<file path="src/rtl/vtg_pkg.sv">
package vtg_pkg;
  typedef enum logic {STD_525 = 1'b0, STD_625 = 1'b1} vid_std_e;

  localparam int unsigned LINES_525 = 525;
  localparam int unsigned LINES_625 = 625;
  localparam int unsigned LW        = 10;
  localparam int unsigned REF_CLKS  = 4;

  function automatic logic [7:0] status_word(logic f, logic v, logic h);
    return {1'b1, f, v, h, v ^ h, f ^ h, f ^ v, f ^ v ^ h};
  endfunction

  function automatic logic field_of(vid_std_e s, logic [LW-1:0] ln);
    if (s == STD_625) return ln >= LW'(313);
    return (ln < LW'(4)) || (ln >= LW'(266));
  endfunction

  function automatic logic vblank_of(vid_std_e s, logic [LW-1:0] ln);
    if (s == STD_625)
      return (ln <= LW'(22)) || (ln >= LW'(311) && ln <= LW'(335)) || (ln >= LW'(624));
    return (ln <= LW'(19)) || (ln >= LW'(264) && ln <= LW'(282));
  endfunction
endpackage

</file>
<file path="src/rtl/vtg_h_cnt.sv">
module vtg_h_cnt #(
  parameter int unsigned HW = 11
) (
  input  logic          clk_i,
  input  logic          rst_ni,
  input  logic [HW-1:0] line_len_i,
  output logic [HW-1:0] h_cnt_o,
  output logic          eol_o
);
  assign eol_o = (h_cnt_o == line_len_i - HW'(1));

  always_ff @(posedge clk_i or negedge rst_ni) begin
    if (!rst_ni)    h_cnt_o <= '0;
    else if (eol_o) h_cnt_o <= '0;
    else            h_cnt_o <= h_cnt_o + HW'(1);
  end

  p_hcnt_range_r1: assert property (@(posedge clk_i) disable iff (!rst_ni)
    h_cnt_o < line_len_i);
  p_hcnt_wrap_r1: assert property (@(posedge clk_i) disable iff (!rst_ni)
    eol_o |=> h_cnt_o == '0);
endmodule

</file>
<file path="src/rtl/vtg_v_cnt.sv">
module vtg_v_cnt
  import vtg_pkg::*;
(
  input  logic          clk_i,
  input  logic          rst_ni,
  input  logic          eol_i,
  input  vid_std_e      std_sel_i,
  output logic [LW-1:0] line_o,
  output vid_std_e      std_q_o,
  output logic          f_o,
  output logic          v_o
);
  logic [LW-1:0] last_line;
  logic          eof;

  assign last_line = (std_q_o == STD_625) ? LW'(LINES_625) : LW'(LINES_525);
  assign eof       = eol_i && (line_o == last_line);
  assign f_o       = field_of(std_q_o, line_o);
  assign v_o       = vblank_of(std_q_o, line_o);

  always_ff @(posedge clk_i or negedge rst_ni) begin
    if (!rst_ni) begin
      line_o  <= LW'(1);
      std_q_o <= STD_525;
    end else if (eof) begin
      line_o  <= LW'(1);
      std_q_o <= std_sel_i;
    end else if (eol_i) begin
      line_o  <= line_o + LW'(1);
    end
  end

  p_std_hold_r2: assert property (@(posedge clk_i) disable iff (!rst_ni)
    !eof |=> $stable(std_q_o));
  p_line_range_r7: assert property (@(posedge clk_i) disable iff (!rst_ni)
    line_o >= LW'(1) && line_o <= LW'(LINES_625));
  p_frame_wrap_r6: assert property (@(posedge clk_i) disable iff (!rst_ni)
    eof |=> line_o == LW'(1));
endmodule

</file>
<file path="src/rtl/vtg_fmt.sv">
module vtg_fmt
  import vtg_pkg::*;
#(
  parameter int unsigned ACT_CLKS  = 1440,
  parameter int unsigned BLANK_525 = 268,
  parameter int unsigned BLANK_625 = 280,
  parameter int unsigned HW        = 11
) (
  input  logic          clk_i,
  input  logic          rst_ni,
  input  logic [HW-1:0] h_cnt_i,
  input  vid_std_e      std_q_i,
  input  logic          f_i,
  input  logic          v_i,
  input  logic [7:0]    data_i,
  output logic [7:0]    byte_o,
  output logic          h_flag_o,
  output logic          v_flag_o,
  output logic          f_flag_o,
  output logic          pix_req_o
);
  localparam int unsigned SAV0_525 = REF_CLKS + BLANK_525;
  localparam int unsigned SAV0_625 = REF_CLKS + BLANK_625;

  logic [HW-1:0] sav0, act0, sav_off;
  logic          in_eav, in_sav, in_act, h_now;
  logic [1:0]    widx;
  logic [7:0]    nxt_byte;

  assign sav0    = (std_q_i == STD_625) ? HW'(SAV0_625) : HW'(SAV0_525);
  assign act0    = sav0 + HW'(REF_CLKS);
  assign sav_off = h_cnt_i - sav0;
  assign in_eav  = h_cnt_i < HW'(REF_CLKS);
  assign in_sav  = (h_cnt_i >= sav0) && (h_cnt_i < act0);
  assign in_act  = h_cnt_i >= act0;
  assign h_now   = h_cnt_i < sav0;
  assign widx    = in_eav ? h_cnt_i[1:0] : sav_off[1:0];
  assign pix_req_o = in_act && !v_i;

  always_comb begin
    if (in_eav || in_sav) begin
      unique case (widx)
        2'd0:    nxt_byte = 8'hFF;
        2'd3:    nxt_byte = status_word(f_i, v_i, h_now);
        default: nxt_byte = 8'h00;
      endcase
    end else if (pix_req_o) begin
      nxt_byte = data_i;
    end else begin
      nxt_byte = h_cnt_i[0] ? 8'h10 : 8'h80;
    end
  end

  always_ff @(posedge clk_i or negedge rst_ni) begin
    if (!rst_ni) begin
      byte_o   <= 8'h00;
      h_flag_o <= 1'b0;
      v_flag_o <= 1'b0;
      f_flag_o <= 1'b0;
    end else begin
      byte_o   <= nxt_byte;
      h_flag_o <= h_now;
      v_flag_o <= v_i;
      f_flag_o <= f_i;
    end
  end

  p_xy_prot_r4: assert property (@(posedge clk_i) disable iff (!rst_ni)
    (in_eav || in_sav) && widx == 2'd3 |=>
      byte_o[7] && byte_o[3] == (byte_o[5] ^ byte_o[4]) &&
      byte_o[0] == (byte_o[6] ^ byte_o[5] ^ byte_o[4]));
  p_eav_lead_r3: assert property (@(posedge clk_i) disable iff (!rst_ni)
    $rose(h_flag_o) |-> byte_o == 8'hFF);
  p_req_flags_r10: assert property (@(posedge clk_i) disable iff (!rst_ni)
    pix_req_o |=> !h_flag_o && !v_flag_o);
  p_blank_code_r8: assert property (@(posedge clk_i) disable iff (!rst_ni)
    !in_eav && !in_sav && !pix_req_o |=> byte_o == 8'h80 || byte_o == 8'h10);
endmodule

</file>
<file path="src/rtl/vtg_top.sv">
module vtg_top
  import vtg_pkg::*;
#(
  parameter int unsigned ACT_CLKS  = 1440,
  parameter int unsigned BLANK_525 = 268,
  parameter int unsigned BLANK_625 = 280
) (
  input  logic       clk_i,
  input  logic       rst_ni,
  input  logic       std_sel_i,
  input  logic [7:0] pix_data_i,
  output logic [7:0] byte_o,
  output logic       h_flag_o,
  output logic       v_flag_o,
  output logic       f_flag_o,
  output logic       pix_req_o
);
  localparam int unsigned LEN_525 = 2 * REF_CLKS + BLANK_525 + ACT_CLKS;
  localparam int unsigned LEN_625 = 2 * REF_CLKS + BLANK_625 + ACT_CLKS;
  localparam int unsigned LEN_MAX = (LEN_625 > LEN_525) ? LEN_625 : LEN_525;
  localparam int unsigned HW      = $clog2(LEN_MAX);

  logic [HW-1:0] line_len, h_cnt;
  logic [LW-1:0] line_num;
  logic          eol, f_now, v_now;
  vid_std_e      std_q;

  assign line_len = (std_q == STD_625) ? HW'(LEN_625) : HW'(LEN_525);

  vtg_h_cnt #(.HW(HW)) u_h_cnt (
    .clk_i(clk_i), .rst_ni(rst_ni), .line_len_i(line_len),
    .h_cnt_o(h_cnt), .eol_o(eol)
  );

  vtg_v_cnt u_v_cnt (
    .clk_i(clk_i), .rst_ni(rst_ni), .eol_i(eol),
    .std_sel_i(vid_std_e'(std_sel_i)), .line_o(line_num),
    .std_q_o(std_q), .f_o(f_now), .v_o(v_now)
  );

  vtg_fmt #(
    .ACT_CLKS(ACT_CLKS), .BLANK_525(BLANK_525), .BLANK_625(BLANK_625), .HW(HW)
  ) u_fmt (
    .clk_i(clk_i), .rst_ni(rst_ni), .h_cnt_i(h_cnt), .std_q_i(std_q),
    .f_i(f_now), .v_i(v_now), .data_i(pix_data_i), .byte_o(byte_o),
    .h_flag_o(h_flag_o), .v_flag_o(v_flag_o), .f_flag_o(f_flag_o),
    .pix_req_o(pix_req_o)
  );

  initial begin
    p_even_blank_r8: assert ((BLANK_525 % 2 == 0) && (BLANK_625 % 2 == 0) && (ACT_CLKS % 2 == 0));
  end
endmodule

</file>
<file path="config.mk">
export PLATFORM = sky130hd
export DESIGN_NAME = vtg_top
export DESIGN_NICKNAME = d
export VERILOG_FILES = /design/src/rtl/vtg_pkg.sv /design/src/rtl/vtg_h_cnt.sv /design/src/rtl/vtg_v_cnt.sv /design/src/rtl/vtg_fmt.sv /design/src/rtl/vtg_top.sv
export SDC_FILE = /design/constraint.sdc
export NUM_CORES = 1
export LEC_CHECK = 0
export BUFFER_PORTS_ARGS = -buffer_cell sky130_fd_sc_hd__buf_2
export CAP_MARGIN = 20
export CORE_ASPECT_RATIO = 1.4
export CORE_MARGIN = 3
export CORE_UTILIZATION = 50
export CTS_BUF_LIST = sky130_fd_sc_hd__clkbuf_4 sky130_fd_sc_hd__clkbuf_8
export DETAILED_ROUTE_END_ITERATION = 8
export PLACE_DENSITY_LB_ADDON = 0.2
export SYNTH_ARGS = -nofsm -noshare
export SYNTH_HDL_FRONTEND = slang
export SYNTH_HIERARCHICAL = 1
export SYNTH_SLANG_ARGS = --single-unit
export TNS_END_PERCENT = 100
</file>
<file path="constraint.sdc">
create_clock -name clk_i -period 6.1 [get_ports clk_i]
set_input_delay 0.305 -clock clk_i [delete_from_list [all_inputs] [get_ports clk_i]]
set_output_delay 0.305 -clock clk_i [all_outputs]
set_load 0.01 [all_outputs]
</file>
==> metrics.yaml <==
synth:
  syn_avg_cell_area_um2: 9.09
  yosysMostFrequentCell: "dfrtp_1"
  synthDistinctLibCells: 63
  synth_ff_type: "dfrtp_1"
  synth_top_area_frac: 0.323
  syn-cell-area_um2: 2480
  synthArstFlopShare: 1.00
  synth_edf_count: 0
  synthTopCellsByArea: "dfrtp_1 32%, ha_1 6.6%, xnor2_1 5.3%"
  yosys_warnings: 6
  synth_common_cells: "32 x dfrtp_1, 21 x a21oi_1, 17 x nor2_1"
  yosysTopAreaCell: "dfrtp_1"
  synth_seq_area_share: 0.333
  ys_ff_latch: 33
  syn_inst: 273
sta:
  post-route-period-util: 0.527
  clock.fmax_ghz: 0.311
  maxSlewViolCount: 0
  finalSetupTns_ps: 0
  setup_violations: 0
  post-route-min-period_ps: 3220
  worst_pin_slew_ps: 1100
  hold_ws_ps: 62.8
  rsz0062_at_grt: "no"
  slew_headroom: 0.264
  fin_worst_skew_ps: 6.06
  hold_viol_final: 0
routing:
  drtAntennaViolNets: 0
  drc_errors: 0
  finalWirelength_um: 5260
  vias: 2095
  wl_per_cell_um: 14.1
  drt_iter0_drc: 145
  dr.pass1.iters: 4
  viasPerCell: 5.60
outcome:
  status: "finished clean"
floorplanning:
  fp.dieArea_um2: 5860
  die_h_um: 89.4
  die_w_um: 65.6
  io_pins: 23
  initial_core_util: 0.534
  row_count: 29
  core_um2: 4640
clock_tree:
  cts-root-buf: "clkbuf_8"
  clkSinkCount: 33
  cts_resized: 0
  clkLatencyLatePin_ps: 280
  postCtsSetupRepairBufs: 0
  tritoncts: "built"
  cts_made_buffers: 5
  clk_pin_slew_worst_paths_ps: 70
  h-tree-depth: 2
  cts.path.max_buffers: 2
  postCtsHoldBufs: 0
setup_path:
  worstSetupPathType: "flop to output port"
  endpoint_kind: "output port"
  cp-start-kind: "flop"
  path_max_fanout: 7
  worstPathArrival_ps: 2910
  crit_required_ps: 5790
global_routing:
  overflow: 0
  grt_max_degree: 34
  grt.total_usage: 0.190
  grt_pass1_vias: 1953
  antenna_found_initial: 0
  grt_pass1_wl_um: 8740
pwr:
  p_leak_nw: 1.19
  powerDensity_nw_per_um2: 161
  peakVddDrop_uv: 132
layout:
  syn2layout_area_growth_pct: 13.4
  nets: 335
  drive_gt1_frac: 0.141
  antenna_cells: 0
run:
  drv_cap: 0
place:
  hpwl_um: 3850
  port_buffers: 22
  place_congestion: 0.881
min_path:
  worst_hold_path_type: "input pin to async pin"
metrics by stage:
stage / power [mW] / util / std cells / instance area (µm²) / setup slack [ps]
floorplan: 0.233 / - / 293 / 2560 / 3410
global placement: 0.242 / 0.580 / 366 / 2690 / 3120
finish: 0.454 / 0.606 / 374 / 2810 / 2880
global route: 0.472 / 0.606 / 374 / 2810 / 2650
detailed placement: 0.242 / 0.580 / 366 / 2690 / 3030
CTS: 0.459 / 0.606 / 374 / 2810 / 2930
cell usage in the layout, fill, tap and decap left out, drive strengths merged, types with 3 or more instances in the layout:
cell type	count
nand3	11
or3	3
dfrtp	32
xor2	13
nand2b	5
o21ai	8
nand2	15
ha	13
conb	22
nor2	17
o2bb2ai	3
nor2b	5
a31oi	4
a21oi	21
clkbuf	7
nor3	10
or4	4
a21o	4
a211oi	4
nand4	4
mux2i	3
a22o	3
o311ai	3
buf	23
xnor2	15
nor4	5
o21a	3
inv	15
nor3b	3
and4b	3
worst paths after layout:
check / startpoint / to / slack (ps) / cells past startpoint
hold reg to reg: u_v_cnt/line_o[0]$_DFFE_PN1P_ / u_v_cnt/line_o[0]$_DFFE_PN1P_ / 600 / 2
setup reg to reg: u_v_cnt/std_q_o$_DFFE_PN0P_ / u_h_cnt/h_cnt_o[1]$_DFF_PN0_ / 2990 / 5
min in group clk_i: pix_data_i[2] / u_fmt/byte_o[2]$_DFF_PN0_ / 240 / 2
setup / recovery: u_v_cnt/line_o[0]$_DFFE_PN1P_ / pix_req_o / 2880 / 9
max in group asynchronous: rst_ni / u_h_cnt/h_cnt_o[2]$_DFF_PN0_ / 5570 / 1
hold / removal: rst_ni / u_v_cnt/line_o[3]$_DFFE_PN0P_ / 60 / 1
worst max-delay path, stage by stage, from the launching register on:
cell and delay, ps:
dfstp_2 600, ha_1 210, a21oi_1 80, o311ai_0 360
o311ai_0 230, a32oi_1 530, nand4b_1 190, nor4_1 50
a21o_2 240, buf_2 140
power by group:
group          switching, mW  internal [mW]  leakage [nW]
sequential                 0          0.219         0.412
combinational         0.0124        0.00702         0.719
clock                 0.0785          0.138        0.0619
total                 0.0908          0.363          1.19
metal layers:
layer | routed length (µm) | track usage | vias to the layer above
met5 | 0 | 0 | -
met2 | 2730 | 0.344 | 46
met3 | 195 | 0.0327 | 12
li1 | - | - | 1054
met4 | 116 | 0.0830 | 0
met1 | 2210 | 0.219 | 983
flip-flops by register name, indices dropped and copies added (netlist names):
name,cells
u_fmt/byte_o,8
u_fmt/f_flag_o,1
u_fmt/h_flag_o,1
u_fmt/v_flag_o,1
u_h_cnt/h_cnt_o,11
u_v_cnt/line_o,10
u_v_cnt/std_q_o,1
layout make-up:
class	instances	area [µm²]
clock buffers	7	90.1
clock inverters	1	30.0
fillers	426	1830
inverters	15	56.3
multi-input cells	233	1620
flip-flops and latches	33	827
well taps	62	77.6
repair buffers	23	118
logic make-up (layout without fill, tap and decap cells):
family                   Yosys count  in the layout  synth area share
AND/OR/NAND/NOR                   96             96             0.231
AO/OA/AOI/OAI                     69             69             0.197
flip-flops                        33             33             0.333
XOR/XNOR                          29             29             0.108
buffers and inverters             27             46            0.0464
adder cells (fa/ha/maj)           13             13            0.0655
multiplexers                       4              4            0.0166
other                              2             22           0.00303
(Power assumes the default switching activity.)
